<file path="src/rtl/bhp_pkg.sv">
package bhp_pkg;
    typedef enum logic [1:0] {
        CTR_SNT = 2'd0,
        CTR_WNT = 2'd1,
        CTR_WT  = 2'd2,
        CTR_ST  = 2'd3
    } ctr_state_e;
endpackage

</file>
<file path="src/rtl/bhp_index.sv">
module bhp_index #(
    parameter int PC_W     = 32,
    parameter int IDX_BITS = 6
) (
    input  logic [PC_W-1:0]     pc,
    output logic [IDX_BITS-1:0] idx
);
    localparam int LO = 2;
    localparam int HI = IDX_BITS + LO - 1;

    // word offset dropped; untagged, so high bits alias freely
    assign idx = pc[HI:LO];
endmodule

</file>
<file path="src/rtl/bhp_next.sv">
module bhp_next
    import bhp_pkg::*;
#(
    parameter int HIST_BITS = 2
) (
    input  logic [HIST_BITS-1:0] cur,
    input  logic                 taken,
    output logic [HIST_BITS-1:0] nxt
);
    generate
        if (HIST_BITS == 2) begin : g_two_bit
            ctr_state_e state_c;
            ctr_state_e state_n;

            assign state_c = ctr_state_e'(cur);

            always_comb begin
                state_n = state_c;
                unique case (state_c)
                    CTR_SNT: state_n = taken ? CTR_WNT : CTR_SNT;
                    CTR_WNT: state_n = taken ? CTR_WT  : CTR_SNT;
                    CTR_WT:  state_n = taken ? CTR_ST  : CTR_WNT;
                    CTR_ST:  state_n = taken ? CTR_ST  : CTR_WT;
                endcase
            end

            assign nxt = state_n;
        end else begin : g_one_bit
            logic last_c;
            assign last_c = cur[0];
            // last outcome replaces history regardless of last_c
            assign nxt = (last_c & 1'b0) | taken;
        end
    endgenerate
endmodule

</file>
<file path="src/rtl/bhp_table.sv">
module bhp_table #(
    parameter int          IDX_BITS = 6,
    parameter int          W        = 2,
    parameter logic [W-1:0] INIT    = '0
) (
    input  logic                clk,
    input  logic                rst_n,
    input  logic [IDX_BITS-1:0] rd_idx,
    output logic [W-1:0]        rd_data,
    input  logic [IDX_BITS-1:0] up_idx,
    output logic [W-1:0]        up_data,
    input  logic                wr_en,
    input  logic [W-1:0]        wr_data
);
    localparam int DEPTH = 1 << IDX_BITS;

    logic [W-1:0] mem_q [DEPTH];

    always_ff @(posedge clk or negedge rst_n) begin
        if (!rst_n) begin
            for (int i = 0; i < DEPTH; i++) mem_q[i] <= INIT;
        end else if (wr_en) begin
            mem_q[up_idx] <= wr_data;
        end
    end

    assign rd_data = mem_q[rd_idx];
    assign up_data = mem_q[up_idx];

    AST_WRITE_LANDS: assert property (@(posedge clk) disable iff (!rst_n)
        wr_en |=> mem_q[$past(up_idx)] == $past(wr_data));

    generate
        for (genvar e = 0; e < DEPTH; e++) begin : g_keep
            AST_OTHERS_STABLE: assert property (@(posedge clk) disable iff (!rst_n)
                !(wr_en && up_idx == IDX_BITS'(e)) |=> $stable(mem_q[e]));
        end
    endgenerate
endmodule

</file>
<file path="src/rtl/bhp_predictor.sv">
module bhp_predictor #(
    parameter int PC_W      = 32,
    parameter int IDX_BITS  = 6,
    parameter int HIST_BITS = 2
) (
    input  logic            clk,
    input  logic            rst_n,
    input  logic [PC_W-1:0] lk_pc,
    output logic            lk_taken,
    input  logic            up_valid,
    input  logic [PC_W-1:0] up_pc,
    input  logic            up_taken
);
    localparam int                 W    = HIST_BITS;
    localparam logic [W-1:0]       INIT = (HIST_BITS == 2) ? W'(1) : W'(0);

    logic [IDX_BITS-1:0] lk_idx;
    logic [IDX_BITS-1:0] up_idx;
    logic [W-1:0]        lk_entry;
    logic [W-1:0]        cur_entry;
    logic [W-1:0]        nxt_entry;

    bhp_index #(.PC_W(PC_W), .IDX_BITS(IDX_BITS)) lk_index_i (
        .pc (lk_pc),
        .idx(lk_idx)
    );

    bhp_index #(.PC_W(PC_W), .IDX_BITS(IDX_BITS)) up_index_i (
        .pc (up_pc),
        .idx(up_idx)
    );

    bhp_table #(.IDX_BITS(IDX_BITS), .W(W), .INIT(INIT)) table_i (
        .clk    (clk),
        .rst_n  (rst_n),
        .rd_idx (lk_idx),
        .rd_data(lk_entry),
        .up_idx (up_idx),
        .up_data(cur_entry),
        .wr_en  (up_valid),
        .wr_data(nxt_entry)
    );

    bhp_next #(.HIST_BITS(HIST_BITS)) next_i (
        .cur  (cur_entry),
        .taken(up_taken),
        .nxt  (nxt_entry)
    );

    // taken half of the state space predicts taken
    assign lk_taken = lk_entry[W-1];

    generate
        if (HIST_BITS == 2) begin : g_chk2
            AST_STEP_ONE: assert property (@(posedge clk) disable iff (!rst_n)
                up_valid && cur_entry != 2'd0 && cur_entry != 2'd3 |->
                    nxt_entry == (up_taken ? cur_entry + 2'd1 : cur_entry - 2'd1));
            AST_SAT_TOP: assert property (@(posedge clk) disable iff (!rst_n)
                up_valid && up_taken && cur_entry == 2'd3 |-> nxt_entry == 2'd3);
            AST_SAT_BOTTOM: assert property (@(posedge clk) disable iff (!rst_n)
                up_valid && !up_taken && cur_entry == 2'd0 |-> nxt_entry == 2'd0);
        end else begin : g_chk1
            AST_LAST_OUTCOME: assert property (@(posedge clk) disable iff (!rst_n)
                up_valid |-> nxt_entry[0] == up_taken);
        end
    endgenerate
endmodule

</file>
<file path="config.mk">
export PLATFORM = sky130hd
export DESIGN_NAME = bhp_predictor
export DESIGN_NICKNAME = d
export VERILOG_FILES = /design/src/rtl/bhp_pkg.sv /design/src/rtl/bhp_index.sv /design/src/rtl/bhp_next.sv /design/src/rtl/bhp_table.sv /design/src/rtl/bhp_predictor.sv
export SDC_FILE = /design/constraint.sdc
export NUM_CORES = 1
export LEC_CHECK = 0
export CORE_MARGIN = 2
export CORE_UTILIZATION = 52
export CTS_CLUSTER_SIZE = 24
export DETAILED_ROUTE_END_ITERATION = 7
export GPL_TIMING_DRIVEN = 0
export PLACE_DENSITY = 0.77
export SETUP_SLACK_MARGIN = 0.4
export SYNTH_ARGS = -nofsm -noshare
export SYNTH_HDL_FRONTEND = slang
export SYNTH_SLANG_ARGS = --single-unit
</file>
<file path="constraint.sdc">
create_clock -name clk -period 4.35 [get_ports clk]
set_clock_uncertainty 0.15 [all_clocks]
set_input_delay 0.87 -clock clk [delete_from_list [all_inputs] [get_ports clk]]
set_output_delay 0.87 -clock clk [all_outputs]
set_load 0.01 [all_outputs]
</file>
==> impl_metrics.json <==
{
  "status": "complete, no violations",
  "cp-start-kind": "primary input",
  "cts_buffers": 17,
  "clk_pin_slew_ns": 0.05,
  "hold_viol": 0,
  "gr-total-overflow": 0,
  "cts_buffer_depth": 2,
  "ant_nets": 0,
  "p_leak_nw": 3.07,
  "grt_max_degree": 75,
  "yosysSeqAreaShare_pct": 49.0,
  "hold_path.class": "in -> async",
  "final_common_cell": "nand2_1",
  "port_buffers": 12,
  "swShare_pct": 27.6,
  "critical_path_class": "in -> reg",
  "synthesis.nets": 735,
  "grt_pass1_vias": 5728,
  "dr_total_vias": 5767,
  "holdWs_ns": 0.232,
  "p_int_mw": 2.44,
  "layout_common_cells": "nand2_1 (205), o21ai_1 (71), dfstp_2 (64), dfrtp_1 (64), o21ai_0 (60)",
  "cp.arrival_ns": 4.11,
  "drc": 0,
  "drtIter0Drc": 829,
  "cp.required_ns": 4.51,
  "period_needed_ns": 3.95,
  "netlist_area_mm2": 0.00670,
  "fin_crit_sh_pct": 90.9,
  "cp_max_fo": 10,
  "yosys-top-cells-area": "dfstp_2 (25%), dfrtp_1 (24%), nand2_1 (11%)",
  "area_delta_synth_final_pct": 16.9,
  "start_util_pct": 53.1,
  "largest_reg_flops": 128,
  "crit_top_cell": "buf_2",
  "p_switching_mw": 0.930,
  "largest-register": "table_i.mem_q",
  "core_mm2": 0.0126,
  "ys_async_sr_fraction_pct": 100,
  "vias_per_cell": 6.47,
  "final_area_mm2": 0.00783,
  "drt-total-wl_um": 20900,
  "fp.dieH_um": 117,
  "grt.total_usage_pct": 31.3,
  "dieArea_mm2": 0.0138,
  "wl_per_cell_um": 23.5,
  "seq_power_share_pct": 43.7,
  "dpl.hpwl_um": 13800,
  "grt_pass1_wl_um": 32300,
  "cp-end-kind": "register",
  "dpl_cell_area_mm2": 0.00707,
  "clkSinkCount": 128,
  "cts_tree": "yes",
  "antenna_found_initial": 0,
  "rows": 41,
  "synthCells": 667,
  "clk_latency_ns": 0.44,
  "slowest_stage": "clkdlybuf4s50_1",
  "clockRootBuffer": "clkbuf_16",
  "diodes": 0,
  "fin_util_pct": 62.0,
  "fillers": 1035,
  "yosysTopAreaCell": "dfstp_2",
  "synth_top_area_share_pct": 25.1,
  "dr.pass1.iters": 8,
  "p_clk_share_pct": 41.9,
  "worst_pin_slew_ns": 1.19,
  "cap_violations": 0,
  "slowest_delay_ns": 0.58,
  "io_pins": 69,
  "cts_htree_levels": 4,
  "setup_tns_ns": 0,
  "pwr_density_cell_mw_per_mm2": 430,
  "ys_seq_elements": 128,
  "yosys_warnings": 0,
  "ys_dominant_reg_cell": "dfstp_2",
  "drive_above_1_share_pct": 26.5,
  "vdd_drop_max_v": 0.000380,
  "synth-edff-count": 0,
  "maxSlewHeadroom_pct": 20.3,
  "fmax_ghz": 0.253,
  "combPwrFrac_pct": 14.4,
  "place.gp.congestion": 0.977,
  "critical_path.cell_chain": "clkdlybuf4s50_1, buf_2, inv_1, buf_2, a211oi_1, o41ai_1, o21ai_1, nor4b_4, maj3_2, clkbuf_4, o21ai_0",
  "nNetsFinal": 775,
  "fp.dieW_um": 117,
  "finalSetupViolCount": 0,
  "drv_slew": 0,
  "grt_setup_unrepaired": "yes",
  "synth.distinct_cells": 54,
  "reg.largest.list": "table_i.mem_q: 128 flops",
  "syn_avg_cell_area_um2": 10.0
}
[cell usage after synthesis (2+ instances only)]
library cell,n
nand2_1,205
o21ai_1,70
dfrtp_1,64
dfstp_2,64
o21ai_0,61
mux4_2,29
buf_2,15
nor2_1,13
mux2_2,10
a221oi_1,9
clkbuf_1,9
mux2i_1,9
a211oi_1,8
and3_1,8
a22oi_1,7
buf_6,7
a21oi_1,6
nor2b_1,6
nor3_1,6
nor3b_1,6
o211ai_1,5
buf_1,4
buf_4,4
inv_1,3
mux4_1,3
nand3_1,3
a22o_1,2
and3b_1,2
and4_1,2
nand2b_1,2
nand3b_1,2
[critical path: cells and delay by family]
kind                       cells  cell delay (ns)
AOI/OAI and AO/OA              4             0.86
adders and majority gates      1             0.41
buffers and inverters          5             1.57
and+or+nand+nor                1             0.40
[metrics by stage]
stage / std cells / power, mW / setup WS [ns]
after floorplan: 667 / 1.75 / 0.536
after global placement: 851 / 1.91 / -2.35
after detailed placement: 852 / 1.94 / -0.694
after CTS: 887 / 3.35 / 0.402
after global routing: 892 / 3.48 / 0.399
final: 892 / 3.36 / 0.396
[worst paths after layout]
path / start / depth (start not counted) / slack (ns) / endpoint
max in group asynchronous: rst_n / 2 / 3.06 / table_i.mem_q[64]$_DFFE_PN1P_
worst min-delay path: rst_n / 1 / 0.23 / table_i.mem_q[7]$_DFFE_PN0P_
worst max register to register: table_i.mem_q[101]$_DFFE_PN0P_ / 8 / 1.26 / table_i.mem_q[79]$_DFFE_PN0P_
worst max-delay path: up_pc[4] / 11 / 0.40 / table_i.mem_q[79]$_DFFE_PN0P_
min in group clk: table_i.mem_q[40]$_DFFE_PN1P_ / 2 / 0.32 / table_i.mem_q[40]$_DFFE_PN1P_
worst min register to register: table_i.mem_q[40]$_DFFE_PN1P_ / 2 / 0.32 / table_i.mem_q[40]$_DFFE_PN1P_
[per-layer routing]
| metal | GRT usage, % | wire [um] |
|---|---|---|
| met2 | 46.9 | 9560 |
| met3 | 9.69 | 2390 |
| met5 | 0 | 0 |
| met1 | 40.2 | 8000 |
| met4 | 18.1 | 992 |
[area by class of cell]
cell class | count | area, um^2 | share of cell area, %
Clock inverter | 13 | 136 | 1.74
Clock buffer | 19 | 443 | 5.66
Timing Repair Buffer | 20 | 225 | 2.88
Tap cell | 172 | 215 | 2.75
Inverter | 4 | 15.0 | 0.192
Sequential cell | 128 | 3280 | 42.0
Buffer | 40 | 317 | 4.04
Multi-Input combinational cell | 496 | 3190 | 40.8
[logic make-up after synthesis]
| kind of cell | Yosys count | synth area share (%) |
|---|---|---|
| adder cells (fa/ha/maj) | 2 | 0.374 |
| flip-flops | 128 | 49.0 |
| multiplexers | 51 | 14.0 |
| buffers and inverters | 44 | 3.92 |
| AO/OA/AOI/OAI | 182 | 16.0 |
| AND/OR/NAND/NOR | 260 | 16.7 |
[timing repair]
action	4_1_cts	5_1_grt
endpoints found under the setup margin	62	129
cloned	2	0
gates resized for setup	19	11
pin swaps	1	1
hold buffers	0	0
setup buffers	1	5
[power groups by stage]
stage	Combinational, mW	Clock [mW]	Sequential [mW]
after floorplan	0.307	0	1.44
after detailed placement	0.454	0	1.48
after global routing	0.524	1.47	1.48
after global placement	0.432	0	1.47
after CTS	0.470	1.41	1.47
final	0.486	1.41	1.47
(Power assumes the default switching activity.)
